### config.mk
export PLATFORM = sky130hd
export DESIGN_NAME = gpio_bank
export DESIGN_NICKNAME = d
export VERILOG_FILES = /design/src/rtl/gpio_bank_pkg.sv /design/src/rtl/gpio_bank_ctrl.sv /design/src/rtl/gpio_bank_dp.sv /design/src/rtl/gpio_bank.sv
export SDC_FILE = /design/constraint.sdc
export NUM_CORES = 1
export LEC_CHECK = 0
export BUFFER_PORTS_ARGS = -buffer_cell sky130_fd_sc_hd__buf_2
export CAP_MARGIN = 30
export CORE_UTILIZATION = 57
export DETAILED_ROUTE_END_ITERATION = 16
export GPL_TIMING_DRIVEN = 1
export PLACE_DENSITY = 0.83
export RECOVER_POWER = 25
export SETUP_SLACK_MARGIN = 0.15
export SLEW_MARGIN = 30
export SYNTH_ARGS = -nofsm -noshare
export SYNTH_HDL_FRONTEND = slang
export SYNTH_SLANG_ARGS = --single-unit
### constraint.sdc
create_clock -name clk -period 4.2 [get_ports clk]
set_input_delay 0.84 -clock clk [delete_from_list [all_inputs] [get_ports clk]]
set_output_delay 0.84 -clock clk [all_outputs]
set_load 0.01 [all_outputs]
### src/rtl/gpio_bank_pkg.sv
package gpio_bank_pkg;

  localparam int OFF_DATA  = 'h00;
  localparam int OFF_DIRLO = 'h04;
  localparam int OFF_OE    = 'h08;
  localparam int OFF_DIRHI = 'h0C;

  localparam logic [1:0] DIR_IN  = 2'd0;
  localparam logic [1:0] DIR_OUT = 2'd1;

  typedef struct packed {
    logic loadData;
    logic loadDirLo;
    logic loadOe;
    logic loadDirHi;
  } gpioStrobe_t;

  typedef enum logic [2:0] {
    SEL_DATA,
    SEL_DIRLO,
    SEL_OE,
    SEL_DIRHI,
    SEL_NONE
  } gpioSel_e;

endpackage

### src/rtl/gpio_bank_ctrl.sv
module gpio_bank_ctrl
  import gpio_bank_pkg::*;
#(
  parameter int ADDR_W = 5
) (
  input  logic              wrEn,
  input  logic [ADDR_W-1:0] addr,
  output gpioStrobe_t       stb,
  output gpioSel_e          rdSel
);

  always_comb begin
    rdSel = SEL_NONE;
    if (addr == ADDR_W'(OFF_DATA))       rdSel = SEL_DATA;
    else if (addr == ADDR_W'(OFF_DIRLO)) rdSel = SEL_DIRLO;
    else if (addr == ADDR_W'(OFF_OE))    rdSel = SEL_OE;
    else if (addr == ADDR_W'(OFF_DIRHI)) rdSel = SEL_DIRHI;
  end

  always_comb begin
    stb           = '0;
    stb.loadData  = wrEn && (rdSel == SEL_DATA);
    stb.loadDirLo = wrEn && (rdSel == SEL_DIRLO);
    stb.loadOe    = wrEn && (rdSel == SEL_OE);
    stb.loadDirHi = wrEn && (rdSel == SEL_DIRHI);
  end

  always_comb begin
    assert ($countones(stb) <= 1)
      else $error("more than one register strobe active");
  end

endmodule

### src/rtl/gpio_bank_dp.sv
module gpio_bank_dp
  import gpio_bank_pkg::*;
#(
  parameter int LINES       = 32,
  parameter int SYNC_STAGES = 2
) (
  input  logic             clk,
  input  logic             rstN,
  input  gpioStrobe_t      stb,
  input  gpioSel_e         rdSel,
  input  logic [LINES-1:0] wrData,
  input  logic [LINES-1:0] padIn,
  output logic [LINES-1:0] rdData,
  output logic [LINES-1:0] padOut,
  output logic [LINES-1:0] padOe
);

  localparam int HALF = LINES / 2;

  logic [LINES-1:0] outLatch;
  logic [LINES-1:0] oeReg;
  logic [LINES-1:0] dirLo;
  logic [LINES-1:0] dirHi;
  logic [LINES-1:0] syncQ [SYNC_STAGES];
  logic [LINES-1:0] driveMask;

  always_ff @(posedge clk) begin
    if (!rstN) begin
      outLatch <= '0;
      oeReg    <= '0;
      dirLo    <= '0;
      dirHi    <= '0;
    end else begin
      if (stb.loadData)  outLatch <= wrData;
      if (stb.loadOe)    oeReg    <= wrData;
      if (stb.loadDirLo) dirLo    <= wrData;
      if (stb.loadDirHi) dirHi    <= wrData;
    end
  end

  for (genvar s = 0; s < SYNC_STAGES; s++) begin : g_sync
    always_ff @(posedge clk) begin
      if (!rstN) begin
        syncQ[s] <= '0;
      end else if (s == 0) begin
        syncQ[s] <= padIn;
      end else begin
        syncQ[s] <= syncQ[(s == 0) ? 0 : s-1];
      end
    end
  end

  for (genvar i = 0; i < LINES; i++) begin : g_line
    logic [1:0] dirCode;
    if (i < HALF) begin : g_lo
      assign dirCode = dirLo[2*i +: 2];
    end else begin : g_hi
      assign dirCode = dirHi[2*(i-HALF) +: 2];
    end
    assign driveMask[i] = (dirCode == DIR_OUT) && oeReg[i];
  end

  assign padOe  = driveMask;
  assign padOut = outLatch & driveMask;

  always_comb begin
    unique case (rdSel)
      SEL_DATA:  rdData = (outLatch & driveMask) | (syncQ[SYNC_STAGES-1] & ~driveMask);
      SEL_DIRLO: rdData = dirLo;
      SEL_OE:    rdData = oeReg;
      SEL_DIRHI: rdData = dirHi;
      default:   rdData = '0;
    endcase
  end

  AST_OE_WRITE_LANDS: assert property (@(posedge clk) disable iff (!rstN)
    stb.loadOe |=> oeReg == $past(wrData)) else $error("oe write lost");

  AST_DIR_HOLD: assert property (@(posedge clk) disable iff (!rstN)
    !(stb.loadDirLo || stb.loadDirHi) |=> $stable(dirLo) && $stable(dirHi))
    else $error("direction changed without strobe");

endmodule

### src/rtl/gpio_bank.sv
module gpio_bank
  import gpio_bank_pkg::*;
#(
  parameter int LINES       = 32,
  parameter int ADDR_W      = 5,
  parameter int SYNC_STAGES = 2
) (
  input  logic              clk,
  input  logic              rstN,
  input  logic              wrEn,
  input  logic [ADDR_W-1:0] addr,
  input  logic [LINES-1:0]  wrData,
  output logic [LINES-1:0]  rdData,
  output logic [LINES-1:0]  padOut,
  output logic [LINES-1:0]  padOe,
  input  logic [LINES-1:0]  padIn
);

  localparam int HALF = LINES / 2;

  gpioStrobe_t stb;
  gpioSel_e    rdSel;

  gpio_bank_ctrl #(.ADDR_W(ADDR_W)) u_ctrl (
    .wrEn  (wrEn),
    .addr  (addr),
    .stb   (stb),
    .rdSel (rdSel)
  );

  gpio_bank_dp #(.LINES(LINES), .SYNC_STAGES(SYNC_STAGES)) u_dp (
    .clk    (clk),
    .rstN   (rstN),
    .stb    (stb),
    .rdSel  (rdSel),
    .wrData (wrData),
    .padIn  (padIn),
    .rdData (rdData),
    .padOut (padOut),
    .padOe  (padOe)
  );

  AST_STABLE_NO_WRITE: assert property (@(posedge clk) disable iff (!rstN)
    !wrEn |=> $stable(padOe) && $stable(padOut)) else $error("pads moved without write");

  AST_DRIVE_NEEDS_OE: assert property (@(posedge clk) disable iff (!rstN)
    (wrEn && addr == ADDR_W'(OFF_OE)) |=> (padOe & ~$past(wrData)) == '0)
    else $error("pad driven without enable");

  AST_UNDRIVEN_OUT_LOW: assert property (@(posedge clk) disable iff (!rstN)
    (padOut & ~padOe) == '0) else $error("undriven pad shows level");

  always_comb begin
    if (addr != ADDR_W'(OFF_DATA) && addr != ADDR_W'(OFF_DIRLO) &&
        addr != ADDR_W'(OFF_OE) && addr != ADDR_W'(OFF_DIRHI)) begin
      AST_UNMAPPED_ZERO: assert (rdData == '0) else $error("unmapped read nonzero");
    end
  end

  for (genvar i = 0; i < HALF; i++) begin : g_rsv
    AST_NONOUT_CODE_LO: assert property (@(posedge clk) disable iff (!rstN)
      (wrEn && addr == ADDR_W'(OFF_DIRLO) && wrData[2*i +: 2] != DIR_OUT) |=> !padOe[i])
      else $error("non-output code drives low line");
    AST_NONOUT_CODE_HI: assert property (@(posedge clk) disable iff (!rstN)
      (wrEn && addr == ADDR_W'(OFF_DIRHI) && wrData[2*i +: 2] != DIR_OUT) |=> !padOe[i+HALF])
      else $error("non-output code drives high line");
  end

endmodule

# Yosys cells after proc, flatten, opt, wreduce, memory -nomap -nowiden

Memories as Yosys holds them, arrays and structs flattened.
Cells that the tools add are included.

RAM bits: 64
Logic and storage cells: 96
Output and inout port bits: 96
Latch bits: 0
Input port bits: 72
Bits in read-only memories: 0
Memories: 1
Register bits after elaboration: 128

Memory list:

| name       | depth | width | read ports | clocked after Yosys merged registers in | wr ports | line               | text |
|---|---|---|---|---|---|---|---|
| u_dp.syncQ | 2     | 32    | 2          | 0                                       | 2        | gpio_bank_dp.sv:24 | `logic [LINES-1:0] syncQ [SYNC_STAGES];` |

$add $sub $neg: 0
Div/mod/pow operators: 0
$lt $le $gt $ge: 0
Bitwise logic cells: 6
Reductions and logical operators: 38
Muxes and demuxes: 9
Eq/ne operators: 38
$mul: 0
Shifts and indexed selects: 0

Operators with widths:

| kind                 | count |
|---|---|
| $pmux W32 S4         | 1 |
| $and A32 B32 Y32     | 2 |
| $eq A2 B1 Y1 const B | 32 |
| $mux W32             | 2 |
| $logic_and A1 B1 Y1  | 36 |
| $not A32 Y32         | 1 |
| $or A32 B32 Y32      | 1 |
| $mux W3              | 4 |
| $eq A5 B4 Y1 const B | 2 |
| $eq A3 B2 Y1 const B | 2 |
| $eq A5 B3 Y1 const B | 1 |
| $logic_not A5 Y1     | 1 |
| $eq A3 B1 Y1 const B | 1 |
| $logic_not A3 Y1     | 1 |
| $mux W1              | 2 |
| $or A1 B1 Y1         | 2 |

# Longest topological paths before layout

Gate-level depths: netlist of run 1.

Depth in word-level cells: 7
Mapped depth: 6
Mapped depth without buffers: 3

# Cells and area by module

Synthesis of run 1 repeated with hierarchy kept, for this count alone.

Cells, all modules: 800
Area, all modules: 8536.9 um^2

By module, submodules not included:

| module         | sequential area each (um^2) | times used | cells each | area each (um^2) |
|---|---|---|---|---|
| gpio_bank_dp   | 3843.7                      | 1          | 790        | 8464.4 |
| gpio_bank_ctrl | 0.0                         | 1          | 10         | 72.6 |

# Least setup slack after synthesis of run 1

OpenSTA, ideal clock, no wires.

Kind: input to output
Start point: input addr[3]
End point: output rdData[20]
Stages: 5
Path buffers: 2
Data arrival time: 1.794 ns
Path slack: 1.566 ns
Required time: 3.360 ns
Path through: buf_4 nor2_1 nand2_1 buf_1 o221ai_1

Word-level cells in the longest chain between the ends: 7
Elaborated cells on any way between the ends: 13
Classes of those cells: eq/ne: 6; mux: 5; reduce/logical: 2

RTL lines:

| element                              | line                 | text |
|---|---|---|
| start, declared                      | gpio_bank.sv:11      | `input logic [ADDR_W-1:0] addr,` |
| $eq A5 B4 Y1                         | gpio_bank_ctrl.sv:17 | `else if (addr == ADDR_W'(OFF_DIRHI)) rdSel = SEL_DIRHI;` |
| $mux W3                              | gpio_bank_ctrl.sv:17 |  |
| $mux W3                              | gpio_bank_ctrl.sv:16 | `else if (addr == ADDR_W'(OFF_OE)) rdSel = SEL_OE;` |
| $mux W3                              | gpio_bank_ctrl.sv:15 | `else if (addr == ADDR_W'(OFF_DIRLO)) rdSel = SEL_DIRLO;` |
| $mux W3 *                            | gpio_bank_ctrl.sv:14 | `if (addr == ADDR_W'(OFF_DATA)) rdSel = SEL_DATA;` |
| $eq A3 B2 Y1 (tied with other cells) | gpio_bank_dp.sv:67   | `unique case (rdSel)` |
| $pmux W32 S4 *                       | gpio_bank_dp.sv:67   |  |
| end, declared                        | gpio_bank.sv:13      | `output logic [LINES-1:0] rdData,` |

Every way passes the cells marked *; elsewhere a longest branch is shown, timed or not.

==> results by stage, run 1 <==
CTS:
- The clock reaches the later pin of the worst-skew pair after approximately 440 ps.
- The H-tree depth is 4.
- The clock edge transition at the registers on the reported setup and hold paths is ~70 ps.
- The post-CTS setup repair buffer count is 0.
- TritonCTS built the clock tree.
- Once the clock tree was built, the resizer swapped 0 gates to a different size.
- No sink is reached through more buffers than the 2 on the longest clock path.
- The clock net in this run drives a total of 192 sinks.
- The number of hold-repair buffers added at the cts stage is 0.
- The clock buffer count from CTS is 17.
- Clock tree synthesis selected as its root buffer the cell sky130_fd_sc_hd__clkbuf_16.

Synthesis:
- The count of yosys warnings during synthesis is 0.
- Sequential cells were found to cover a little under half of the synthesized design area.
- The post-synthesis share of cell area spent on xor and xnor gates is 0%.
- After Yosys synthesis, full adders, half adders and majority gates account for 0% of the synthesized area.
- In this run, distinct cell masters in the synthesized netlist total 22.
- The combined area of all synthesized cells is 0.00811 mm².
- The area share of the largest cell type after synthesis is around 47%.
- In the post-synthesis netlist, the biggest area contributors are sky130_fd_sc_hd__dfxtp_1 (47%), sky130_fd_sc_hd__mux2i_1 (21%), sky130_fd_sc_hd__nand2_1 (7.5%).
- Measured against the total synthesized area, the mux share comes to roughly a fifth.
- The main combinational cell family by area after synthesis is simple AND/OR/NAND/NOR gates.
- Counting every net in the synthesized netlist gives 896.
- Of the total synthesized cell area, the portion taken by AND, OR, NAND and NOR gates is about 22%.
- The number of instances in the synthesized netlist is 824.
- The share of the synthesized area in compound gates (AO/OA/AOI/OAI) is 4.87%.
- The average instance in the mapped netlist occupies ~9.8 µm².
- The number of synthesized register bits is 192.
- Of all cell types, the one taking the most synthesized area is sky130_fd_sc_hd__dfxtp_1.

Timing:
- Clock skew on the completed layout was measured at around 8.4 ps.
- In this run the tightest slew margin relative to its limit is -43.7%.
- The worst setup margin is between 800 and 900 ps.
- The final number of hold-violating endpoints is 0.
- Setup violations remaining at the end of the flow were counted as 0.
- The total count of max-transition violations in the final report was roughly 110.
- At the pin with the least slew margin, the transition time is 2160 ps.
- In the final timing run, aggregate negative setup slack is 0 ps.
- Of the available clock period, the critical path in the final layout requires 78.7%.
- Setup repair after global routing left no endpoint under its margin.
- For the finished layout, the period the worst path requires is 3310 ps.
- The highest clock frequency the design can meet is 302 MHz.

Worst setup path:
- The kind of capture point of the worst setup path is a flip-flop.
- Across all register-to-register paths, the minimum setup slack is approximately 3400 ps.
- The endpoint required time on the critical path is 4550 ps.
- Along the worst path, the maximum fanout reaches 114.
- The worst setup path is of the input port to flip-flop kind.
- At the worst endpoint, the arrival time is 3650 ps.
- STA classifies the critical path startpoint as an input port.

Run:
- Across the run, the number of max-cap violations was 1.

Place:
- The quantity of I/O buffers inserted on ports is 167.
- The pre-CTS worst setup slack is 965 ps.
- Routability-driven placement finished with a final weighted congestion of ~0.86.
- The placed wire-length estimate is 14000 µm.

Die:
- The number of rows in the core area is 43.
- around 170 I/O pins were placed.
- The starting density of the core is 58.5%.
- Measured along the x axis, the die boundary spans approximately 120 µm.
- In this run the vertical extent of the chip is 121 µm.
- The core region is approximately 0.014 mm².
- The floorplan step defined a die boundary enclosing 0.0147 mm².

Final layout:
- The repair_antennas step left the layout with diodes totalling 0.
- In the layout the commonest cells are sky130_fd_sc_hd__dfxtp_1 (192), sky130_fd_sc_hd__mux2i_1 (169), sky130_fd_sc_hd__nand2_1 (162).
- The share of post-route cells with drive strength above 1 is between 20% and 30%.
- After filler insertion, the fill cell instance count of the layout stands at approximately 1100.
- The relative area change from synthesis to final layout is 17.5%.
- The net count of the finished layout is between 1000 and 1500.
- For this run, the share of the core covered by cells in the final layout is 68.7%.
- The most common cell after layout, fill and taps aside is sky130_fd_sc_hd__dfxtp_1.

Drt:
- Dividing the detail-routed via count by the number of cells gives 5.72.
- The routed design has 20600 µm of wire.
- The count of nets left with antenna violations once routing finished came out at 0.
- Dividing the detail-routed wire length by the instance count gives 17.8 µm.
- The total via count after detailed routing is around 6600.
- In the routed design, unresolved DRC markers number 0.
- The first routing iteration left 525 violations.
- Before antenna repair, the detailed router went through 5 iterations.

Global route:
- The global routing's busiest layer is met2.
- The initial antenna violation count is 0.
- The sum of overflow across all layers after global routing is 0.
- The via count of the first global-routing pass is 6117.
- The met3 track demand over resource is 5.45%.
- The met1 demand-to-capacity share in global routing is 36.3%.
- Global routing used 28.3% of the available tracks.
- The largest net degree at the start of global routing is between 100 and 150.
- The wire length of the first global-routing pass is 31600 µm.
- Global routing consumed, on the met2 layer, 46.7% of the routing resources.

Run status:
- The flow ran to the end, but the final reports show violations.
- The checks that failed: max-capacitance violations, max-slew violations.

Power and ir drop:
- The clock network is responsible for 43.1% of the overall power.
- For this design the ratio of total power to cell area is between 300 and 400 mW/mm².
- The design draws 3610 µW.
- The peak supply drop is 0.000274 V.
- The proportion of total power due to net switching is 21.6%.
- Internal power comes to 2830 µW.
- The cell leakage power is approximately 0.0048 µW.
- The share of total power dissipated in sequential elements is around half.
- The combinational fraction of design power is slightly above 5%.
- The reported net switching power is 782 µW.

Min path:
- The worst hold path belongs to the class flip-flop to flip-flop.
path summary, 6_finish.rpt:
kind,from,end,cells past startpoint
worst max-delay path,rstN,u_dp.dirHi[20],4
worst min-delay path,u_dp.syncQ[0][16],u_dp.syncQ[1][16],1
worst min register to register,u_dp.syncQ[0][16],u_dp.syncQ[1][16],1
worst max register to register,u_dp.dirHi[19],u_dp.dirHi[19],2
power groups by stage:
stage	clock network [µW]	registers, µW	logic [µW]
global route	1650	1880	199
CTS	1570	1870	184
detailed placement	0	1910	183
finish	1560	1870	184
floorplan	0	1910	115
global placement	0	1910	181
registers in the layout (all words and copies together), names as in the netlist:
name,cells
u_dp.dirLo,32
u_dp.oeReg,32
u_dp.outLatch,32
u_dp.dirHi,32
u_dp.syncQ,64
critical path, cell delays in order:
cell	delay (ps)
sky130_fd_sc_hd__clkbuf_2	1470
sky130_fd_sc_hd__clkbuf_1	730
sky130_fd_sc_hd__nand2_1	320
sky130_fd_sc_hd__mux2i_1	220
synthesized netlist by cell type (all sizes together):
| cell type | instances |
|---|---|
| dfxtp | 192 |
| mux2i | 169 |
| nand2 | 162 |
| and2 | 73 |
| nand3 | 34 |
| o221ai | 32 |
| buf | 31 |
| clkbuf | 25 |
| a21oi | 23 |
| and4b | 23 |
| inv | 23 |
| nand3b | 23 |
| and3b | 9 |
| and4 | 1 |
| nand4b | 1 |
| nor2 | 1 |
| nor2b | 1 |
| nor3 | 1 |
stage by stage:
stage	instances	hold WS (ps)	cell area (µm²)
after floorplan	824	412	8110
after global placement	1126	413	9000
after detailed placement	1126	419	9000
after CTS	1157	430	9550
after global routing	1157	442	9530
final	1157	430	9530
cell families after synthesis:
family	Yosys count
flops	192
compound gates	55
mux	169
simple gates	329
buf+inv	79
final cells by class:
type,instances,area (µm²),area share [%]
multi-input combinational,553,3890,40.8
sequential,192,3840,40.3
timing repair buffer,178,930,9.75
clock buffer,24,472,4.95
tap,180,225,2.36
inverter,23,86.3,0.906
clock inverter,7,85.1,0.893
per-layer routing:
metal  up-vias  part of all wire [%]
li1       3128                     -
met1      3236                    44
met2       224                    49
met3        31                   5.2
met4         0                   2.0
met5         -                     0
Power figures use the tool's default switching activity.
==> run 2, diff against run 1 <==
--- a/config.mk
+++ b/config.mk
@@ -7,10 +7,10 @@
 export LEC_CHECK = 0
 export BUFFER_PORTS_ARGS = -buffer_cell sky130_fd_sc_hd__buf_2
 export CAP_MARGIN = 30
-export CORE_UTILIZATION = 57
+export CORE_UTILIZATION = 55
 export DETAILED_ROUTE_END_ITERATION = 16
 export GPL_TIMING_DRIVEN = 1
-export PLACE_DENSITY = 0.83
+export PLACE_DENSITY = 0.8
 export RECOVER_POWER = 25
 export SETUP_SLACK_MARGIN = 0.15
 export SLEW_MARGIN = 30
==> constraint.sdc (replaced) <==
create_clock -name clk -period 3.3 [get_ports clk]
set_input_delay 0.66 -clock clk [delete_from_list [all_inputs] [get_ports clk]]
set_output_delay 0.66 -clock clk [all_outputs]
set_load 0.01 [all_outputs]
==> results by stage, run 2 (synthesis results as in run 1) <==
CTS:
- The number of hold-repair buffers added at the cts stage was 0 (unchanged).
- The post-CTS setup repair buffer count is 0 (unchanged).
- The latest clock arrival within the worst-skew pair was 430 ps (about the same).
- The post-cts sizing count is 0 (unchanged).
- The TritonCTS clock tree is yes.
- The maximum buffer depth of the clock tree is 2 (unchanged).
- The H-tree depth was 4 (unchanged).
- The number of sinks driven by the clock tree was 192 (unchanged).
- The cell sitting at the root of the clock tree is a sky130_fd_sc_hd__clkbuf_16.
- The clock edge transition at the registers on the reported setup and hold paths was 70 ps (about the same).
- The clock buffer count from CTS came to 17 (unchanged).

Run status:
- The flow ran to the end, and the final reports show no timing, DRC or antenna violations.

Final layout:
- The flip-flop count of the largest register, all copies and words added came to 64 (unchanged).
- The count of fill cells added during filler insertion came to 1169 (+6.0%).
- The area used by sequential logic in the layout came to 0.00384 mm² (unchanged).
- From synthesis to final layout, the design area changed by 18.6%.
- The register name with the most flops is u_dp.syncQ.
- The total area of multi-input combinational cells came to 0.00387 mm² (-0.48%).
- The number of diodes added for antenna fixing is 0 (unchanged).
- Leaving out fill and tap cells, the most frequent cell in the layout is sky130_fd_sc_hd__dfxtp_1.
- The cell area after layout is 0.00962 mm² (+0.93%).
- The share of post-route cells with drive strength above 1 is 21.9% (+1.3 points).
- The final net count is 1041 (+0.39%).
- The top cell types in the final layout, fill and taps aside, are sky130_fd_sc_hd__dfxtp_1 (192), sky130_fd_sc_hd__mux2i_1 (169), sky130_fd_sc_hd__buf_2 (166).

Die:
- The count of boundary I/O pins is 168 (unchanged).
- The horizontal extent of the die is 123 µm (+1.8%).
- The core area came to 0.0145 mm² (+4.3%).
- The full die area is 0.0152 mm² (+3.6%).
- The number of rows in the core area is 44 (+2.3%).
- The starting density of the core is 56.0% (-2.4 points).
- The die height came to 123 µm (+1.8%).

Power and ir drop:
- The peak supply drop was 0.000381 V (+39%).
- The total power draw is 4740 µW (+31%).
- The cell-internal power came to 3660 µW (+29%).
- The total power divided by cell area came to 492 mW/mm² (+30%).
- The part of the power in the clock network came to 44.8% (+1.7 points).
- The share of total power in sequential cells is 50.3% (-1.5 points).
- The combinational fraction of design power is 4.9% (-0.2 points).
- The cell leakage power is 0.00483 µW (+0.87%).
- The proportion of total power due to net switching is 22.7% (+1.1 points).
- The reported net switching power is 1080 µW (+38%).

Place:
- The quantity of I/O buffers inserted on ports was 167 (unchanged).
- The post-placement cell area is 0.00904 mm² (+0.53%).
- The global placer's final weighted congestion was 0.837 (-2.7%).
- The placed wire-length estimate is 13700 µm (-2.0%).
- The pre-CTS worst setup slack is 630 ps (-335 ps).

Worst setup path:
- The worst setup path is of the input port to primary output kind.
- The startpoint kind of the worst setup timing path is an input port.
- The endpoint required time on the critical path is 2640 ps (-1910 ps).
- The maximum net fanout on the critical path is 35 (-69%).
- The launching element of the worst setup path is addr[4].
- The worst register-to-register path begins at u_dp.dirHi[4].
- The worst setup path is captured at a primary output.
- The length in cells of the worst reg-to-reg path was 2 (unchanged).
- The data arrival time of the critical path is 2200 ps (-1450 ps).

Timing:
- The pin slew with the least headroom to its limit is 1350 ps (-806 ps).
- The highest clock frequency the design can meet is 350 MHz.
- Setup repair after global routing left no endpoint under its margin.
- The headroom to the max-slew limit is 9.93% (+54 points).
- The period utilization is 86.6%.
- The clock tree skew after final layout came to 7.68 ps (-0.687 ps).
- The final critical delay including setup and external delays is 2860 ps.
- The final number of hold-violating endpoints is 0 (unchanged).
- The total count of max-transition violations in the final report was 0 (-100%).
- The worst setup margin is 444 ps (-450 ps).
- The count of final setup violators is 0 (unchanged).
- The final worst hold slack is 428 ps (-1.06 ps).
- The setup total negative slack is 0 ps (unchanged).

Drt:
- The number of detailed-route iterations in the first pass came to 5 (unchanged).
- The total via count after detailed routing was 6423 (-3.0%).
- The wire length per cell came to 17.5 µm (-1.6%).
- The number of nets with antenna violations after detailed routing is 0 (unchanged).
- The number of violations reported at the end of detailed-routing iteration 0 is 442 (-16%).
- The post-detailed-routing wire length is 20400 µm (-0.84%).
- The remaining design rule violation count is 0 (unchanged).
- The mean number of vias per cell is 5.51 (-3.7%).

Run:
- The max-cap check violation count is 0 (-1).

Global route:
- The sum of overflow across all layers after global routing is 0 (unchanged).
- The wire length of the first global-routing pass came to 31300 µm (-1.1%).
- The total routing resource utilization after global routing is 27.4% (-0.88 points).
- The largest net degree at the start of global routing is 71 (-38%).
- The initial antenna violation count is 0 (unchanged).
- The via count of the first global-routing pass is 6050 (-1.1%).

Min path:
- The hold path startpoint is padIn[25].
- The cell count of the worst hold path was 2 (+1).
- The path class of the lowest-slack min-delay path is input port to flip-flop.
-- run 2: changes by cell type in the layout (fill, tap and decap cells not counted), sizes merged --
| cell | delta |
|---|---|
| clkinv | -2 |
| buf | +10 |
| clkbuf | -13 |
| inv | +3 |
| bufinv | +1 |
| clkinvlp | +6 |
-- run 2: power by group through the flow --
stage	clock [µW]	sequential, µW	combinational, µW
2_1_floorplan	0	2430	146
3_3_place_gp	0	2430	234
3_5_place_dp	0	2440	237
4_1_cts	2140	2380	238
5_1_grt	2250	2390	254
6_report	2120	2380	232
-- run 2: final timing paths --
check / to / slack, ps
setup / recovery: rdData[10] / 440
hold / removal: u_dp.syncQ[0][25] / 430
setup reg to reg: u_dp.dirHi[4] / 2510
hold reg to reg: u_dp.syncQ[1][5] / 430
-- run 2: per-stage QoR --
stage               util [%]  instances
detailed placement      62.5       1134
finish                  66.5       1166
global route            66.5       1166
CTS                     66.7       1166
floorplan                  -        824
global placement        62.5       1134
-- run 2: layer usage --
layer  GRT usage, %  part of all wire (%)  vias up
met5              0                     0        -
met4           8.96                   1.2        0
met3           5.49                   5.3       20
met2           44.8                    49      215
met1           36.1                    45     3060
li1               -                     -     3128
-- run 2: layout make-up --
| type | count | share of cell area, % |
|---|---|---|
| clock buffer | 17 | 4.42 |
| timing repair buffer | 182 | 10.2 |
| inverter | 23 | 0.897 |
| clock inverter | 15 | 1.94 |
| multi-input combinational | 553 | 40.2 |
| tap | 184 | 2.39 |
| sequential | 192 | 39.9 |
-- run 2: critical path, stage by stage --
cell and delay, ps:
sky130_fd_sc_hd__buf_2 100, sky130_fd_sc_hd__nor3_1 430, sky130_fd_sc_hd__buf_4 530, sky130_fd_sc_hd__nand3_1 140, sky130_fd_sc_hd__o221ai_1 140, sky130_fd_sc_hd__buf_2 190
==> run 3, diff against run 2 <==
--- a/config.mk
+++ b/config.mk
@@ -9,7 +9,7 @@
 export CAP_MARGIN = 30
 export CORE_UTILIZATION = 55
 export DETAILED_ROUTE_END_ITERATION = 16
-export GPL_TIMING_DRIVEN = 1
+export GPL_TIMING_DRIVEN = 0
 export PLACE_DENSITY = 0.8
 export RECOVER_POWER = 25
 export SETUP_SLACK_MARGIN = 0.15
==> results by stage, run 3 (synthesis results as in run 1) <==
CTS:
- The TritonCTS clock tree is yes.
- The clock edge transition at the registers on the reported setup and hold paths is 70 ps (about the same).
- The maximum buffer depth of the clock tree is 2 (unchanged).
- The clock buffer count from CTS came to 17 (unchanged).
- The H-tree depth is 4 (unchanged).
- The post-CTS setup repair buffer count is 0 (unchanged).
- The number of sinks driven by the clock tree was 192 (unchanged).
- The post-cts sizing count is 0 (unchanged).
- CTS placed an instance of sky130_fd_sc_hd__clkbuf_16 at the clock tree root.
- The number of hold-repair buffers added at the cts stage is 0 (unchanged).
- The latest clock arrival within the worst-skew pair is 430 ps (about the same).

Global route:
- The met2 global-route usage is 51.6% (+6.8 points).
- The sum of overflow across all layers after global routing is 0 (unchanged).
- The wire length of the first global-routing pass is 36700 µm (+17%).
- The initial antenna violation count is 1 (+1).
- The largest net degree at the start of global routing is 17 (-76%).
- The global routing's busiest layer is met2.
- The via count of the first global-routing pass came to 6795 (+12%).
- The met1 demand-to-capacity share in global routing came to 42.2% (+6.1 points).
- The met3 track demand over resource is 9.55% (+4.1 points).
- The total routing resource utilization after global routing was 33.0% (+5.6 points).

Timing:
- The pin slew with the least headroom to its limit was 764 ps (-585 ps).
- The headroom to the max-slew limit is 49.0% (+39 points).
- Setup repair after global routing left no endpoint under its margin.
- The count of final setup violators is 0 (unchanged).
- The clock tree skew after final layout was 8.51 ps (+0.834 ps).
- The highest clock frequency the design can meet is 337 MHz (-3.6%).
- The final number of hold-violating endpoints is 0 (unchanged).
- The total count of max-transition violations in the final report came to 0 (unchanged).
- The setup total negative slack is 0 ps (unchanged).
- The period utilization is 89.8% (+3.3 points).
- The final critical delay including setup and external delays is 2960 ps (+108 ps).

Min path:
- The worst hold path begins at padIn[11].
- The worst hold path belongs to the class input port to flip-flop.

Drt:
- The number of violations reported at the end of detailed-routing iteration 0 is 763 (+73%).
- The mean number of vias per cell was 5.82 (+5.7%).
- The number of detailed-route iterations in the first pass is 6 (+1).
- The post-detailed-routing wire length was 24000 µm (+17%).
- The remaining design rule violation count is 0 (unchanged).
- The total via count after detailed routing was 7010 (+9.1%).
- The wire length per cell was 19.9 µm (+14%).
- The number of nets with antenna violations after detailed routing was 0 (unchanged).

Worst setup path:
- The maximum net fanout on the critical path was 10 (-71%).
- Tracing the worst setup path back leads to its startpoint at addr[4].
- The endpoint required time on the critical path is 2640 ps (about the same).
- The library cell appearing most often on the critical path is sky130_fd_sc_hd__buf_2.
- The number of buffer and inverter stages on the critical path came to 4 (+1).
- The worst setup path is launched from an input port.
- The data arrival time of the critical path is 2300 ps (+100 ps).
- The delay of the slowest cell on the worst path was 360 ps (-170 ps).
- The type of the worst setup path is input port to primary output.
- The worst flop-to-flop path startpoint is u_dp.oeReg[13].
- The gate family responsible for the most delay along the worst path is buffers and inverters.
- The critical path goes through buf_2 > nor3_2 > buf_4 > nand2_1 > clkbuf_1 > o221ai_1 > buf_2.
- The worst setup path is captured at a primary output.
- The slowest stage of the critical path belongs to the cell sky130_fd_sc_hd__clkbuf_1.

Die:
- The count of boundary I/O pins is 168 (unchanged).
- The die height is 123 µm (unchanged).
- The full die area is 0.0152 mm² (unchanged).
- The starting density of the core is 56.0% (unchanged).
- The number of rows in the core area is 44 (unchanged).
- The core area is 0.0145 mm² (unchanged).
- The horizontal extent of the die is 123 µm (unchanged).

Power and ir drop:
- The total power divided by cell area is 502 mW/mm² (+1.9%).
- The cell leakage power is 0.00493 µW (+2.1%).
- The peak supply drop is 0.000373 V (-1.9%).

Final layout:
- The flip-flop count of the largest register, all copies and words added is 64 (unchanged).
- The library cell used most frequently in the layout, excluding fill and tap cells, is sky130_fd_sc_hd__dfxtp_1.
- The relative area change from synthesis to final layout is 21.0%.
- The number of diodes added for antenna fixing is 0 (unchanged).
- The final net count came to 1080 (+3.7%).
- The share of post-route cells with drive strength above 1 is 21.7% (-0.23 points).
- The register name with the most flops is u_dp.syncQ.
- The number of standard cells in the layout, taps in and fillers out is 1204 (+3.3%).
- Leaving out fill and tap cells, the most frequent cells in the layout are sky130_fd_sc_hd__dfxtp_1 (192), sky130_fd_sc_hd__buf_2 (176), sky130_fd_sc_hd__mux2i_1 (169).

Place:
- The placed wire-length estimate was 17000 µm (+24%).
- The quantity of I/O buffers inserted on ports came to 165 (-1.2%).
- The global placer's final weighted congestion came to 0.891 (+6.4%).
- The cell total after placement is 1173 (+3.4%).

Run status:
- The flow ran to the end, and the final reports show no timing, DRC or antenna violations.

Run:
- The max-cap check violation count came to 0 (unchanged).
-- run 3: changes by cell type in the layout (fill, tap and decap cells not counted), moves of 5 or more --
| cell | change |
|---|---|
| sky130_fd_sc_hd__clkinvlp_4 | -5 |
| sky130_fd_sc_hd__and2_0 | -7 |
| sky130_fd_sc_hd__and2_1 | +7 |
| sky130_fd_sc_hd__buf_2 | +10 |
| sky130_fd_sc_hd__clkbuf_1 | +25 |
| sky130_fd_sc_hd__buf_4 | -6 |
| sky130_fd_sc_hd__buf_6 | +8 |
| sky130_fd_sc_hd__buf_1 | +6 |
-- run 3: metrics by stage --
step	cell area, µm²	util, %	hold WS (ps)	worst slack [ps]	total power [µW]
after floorplan	8110	-	412	1030	2570
after global placement	9170	63.3	413	401	2690
after detailed placement	9170	63.3	419	395	2700
after CTS	9820	67.8	419	392	4930
after global routing	9820	67.8	425	236	5050
final	9820	67.8	428	336	4920
-- run 3: worst register-to-register path, delay by kind of cell (launching register included) --
family	cells	cell delay (ps)
flip-flops	1	400
multiplexers	1	210
AND/OR/NAND/NOR	1	90
-- run 3: final timing paths --
kind                            end  slack [ps]  cells past startpoint
hold reg to reg   u_dp.syncQ[1][25]         430                      1
setup / recovery         rdData[13]         340                      7
setup reg to reg     u_dp.oeReg[13]        2520                      2
hold / removal    u_dp.syncQ[0][11]         430                      2
-- run 3: report_power, final --
| part | switching, µW | internal [µW] | total (µW) |
|---|---|---|---|
| sequential | 20.5 | 2360 | 2380 |
| clock | 873 | 1400 | 2270 |
| combinational | 171 | 94.2 | 265 |
| total | 1060 | 3860 | 4920 |
-- run 3: routing by layer --
layer / vias up / part of all wire [%]
met5: - / 0
met4: 0 / 2.7
met3: 46 / 10
met2: 387 / 46
met1: 3369 / 41
li1: 3208 / -
-- run 3: cell type report --
cell class | instances | area [µm²]
buffer | 56 | 299
clock buffer | 21 | 470
clock inverter | 10 | 181
fill | 1173 | 4660
inverter | 23 | 86.3
multi-input combinational | 553 | 3880
sequential | 192 | 3840
tap | 184 | 230
timing repair buffer | 165 | 826
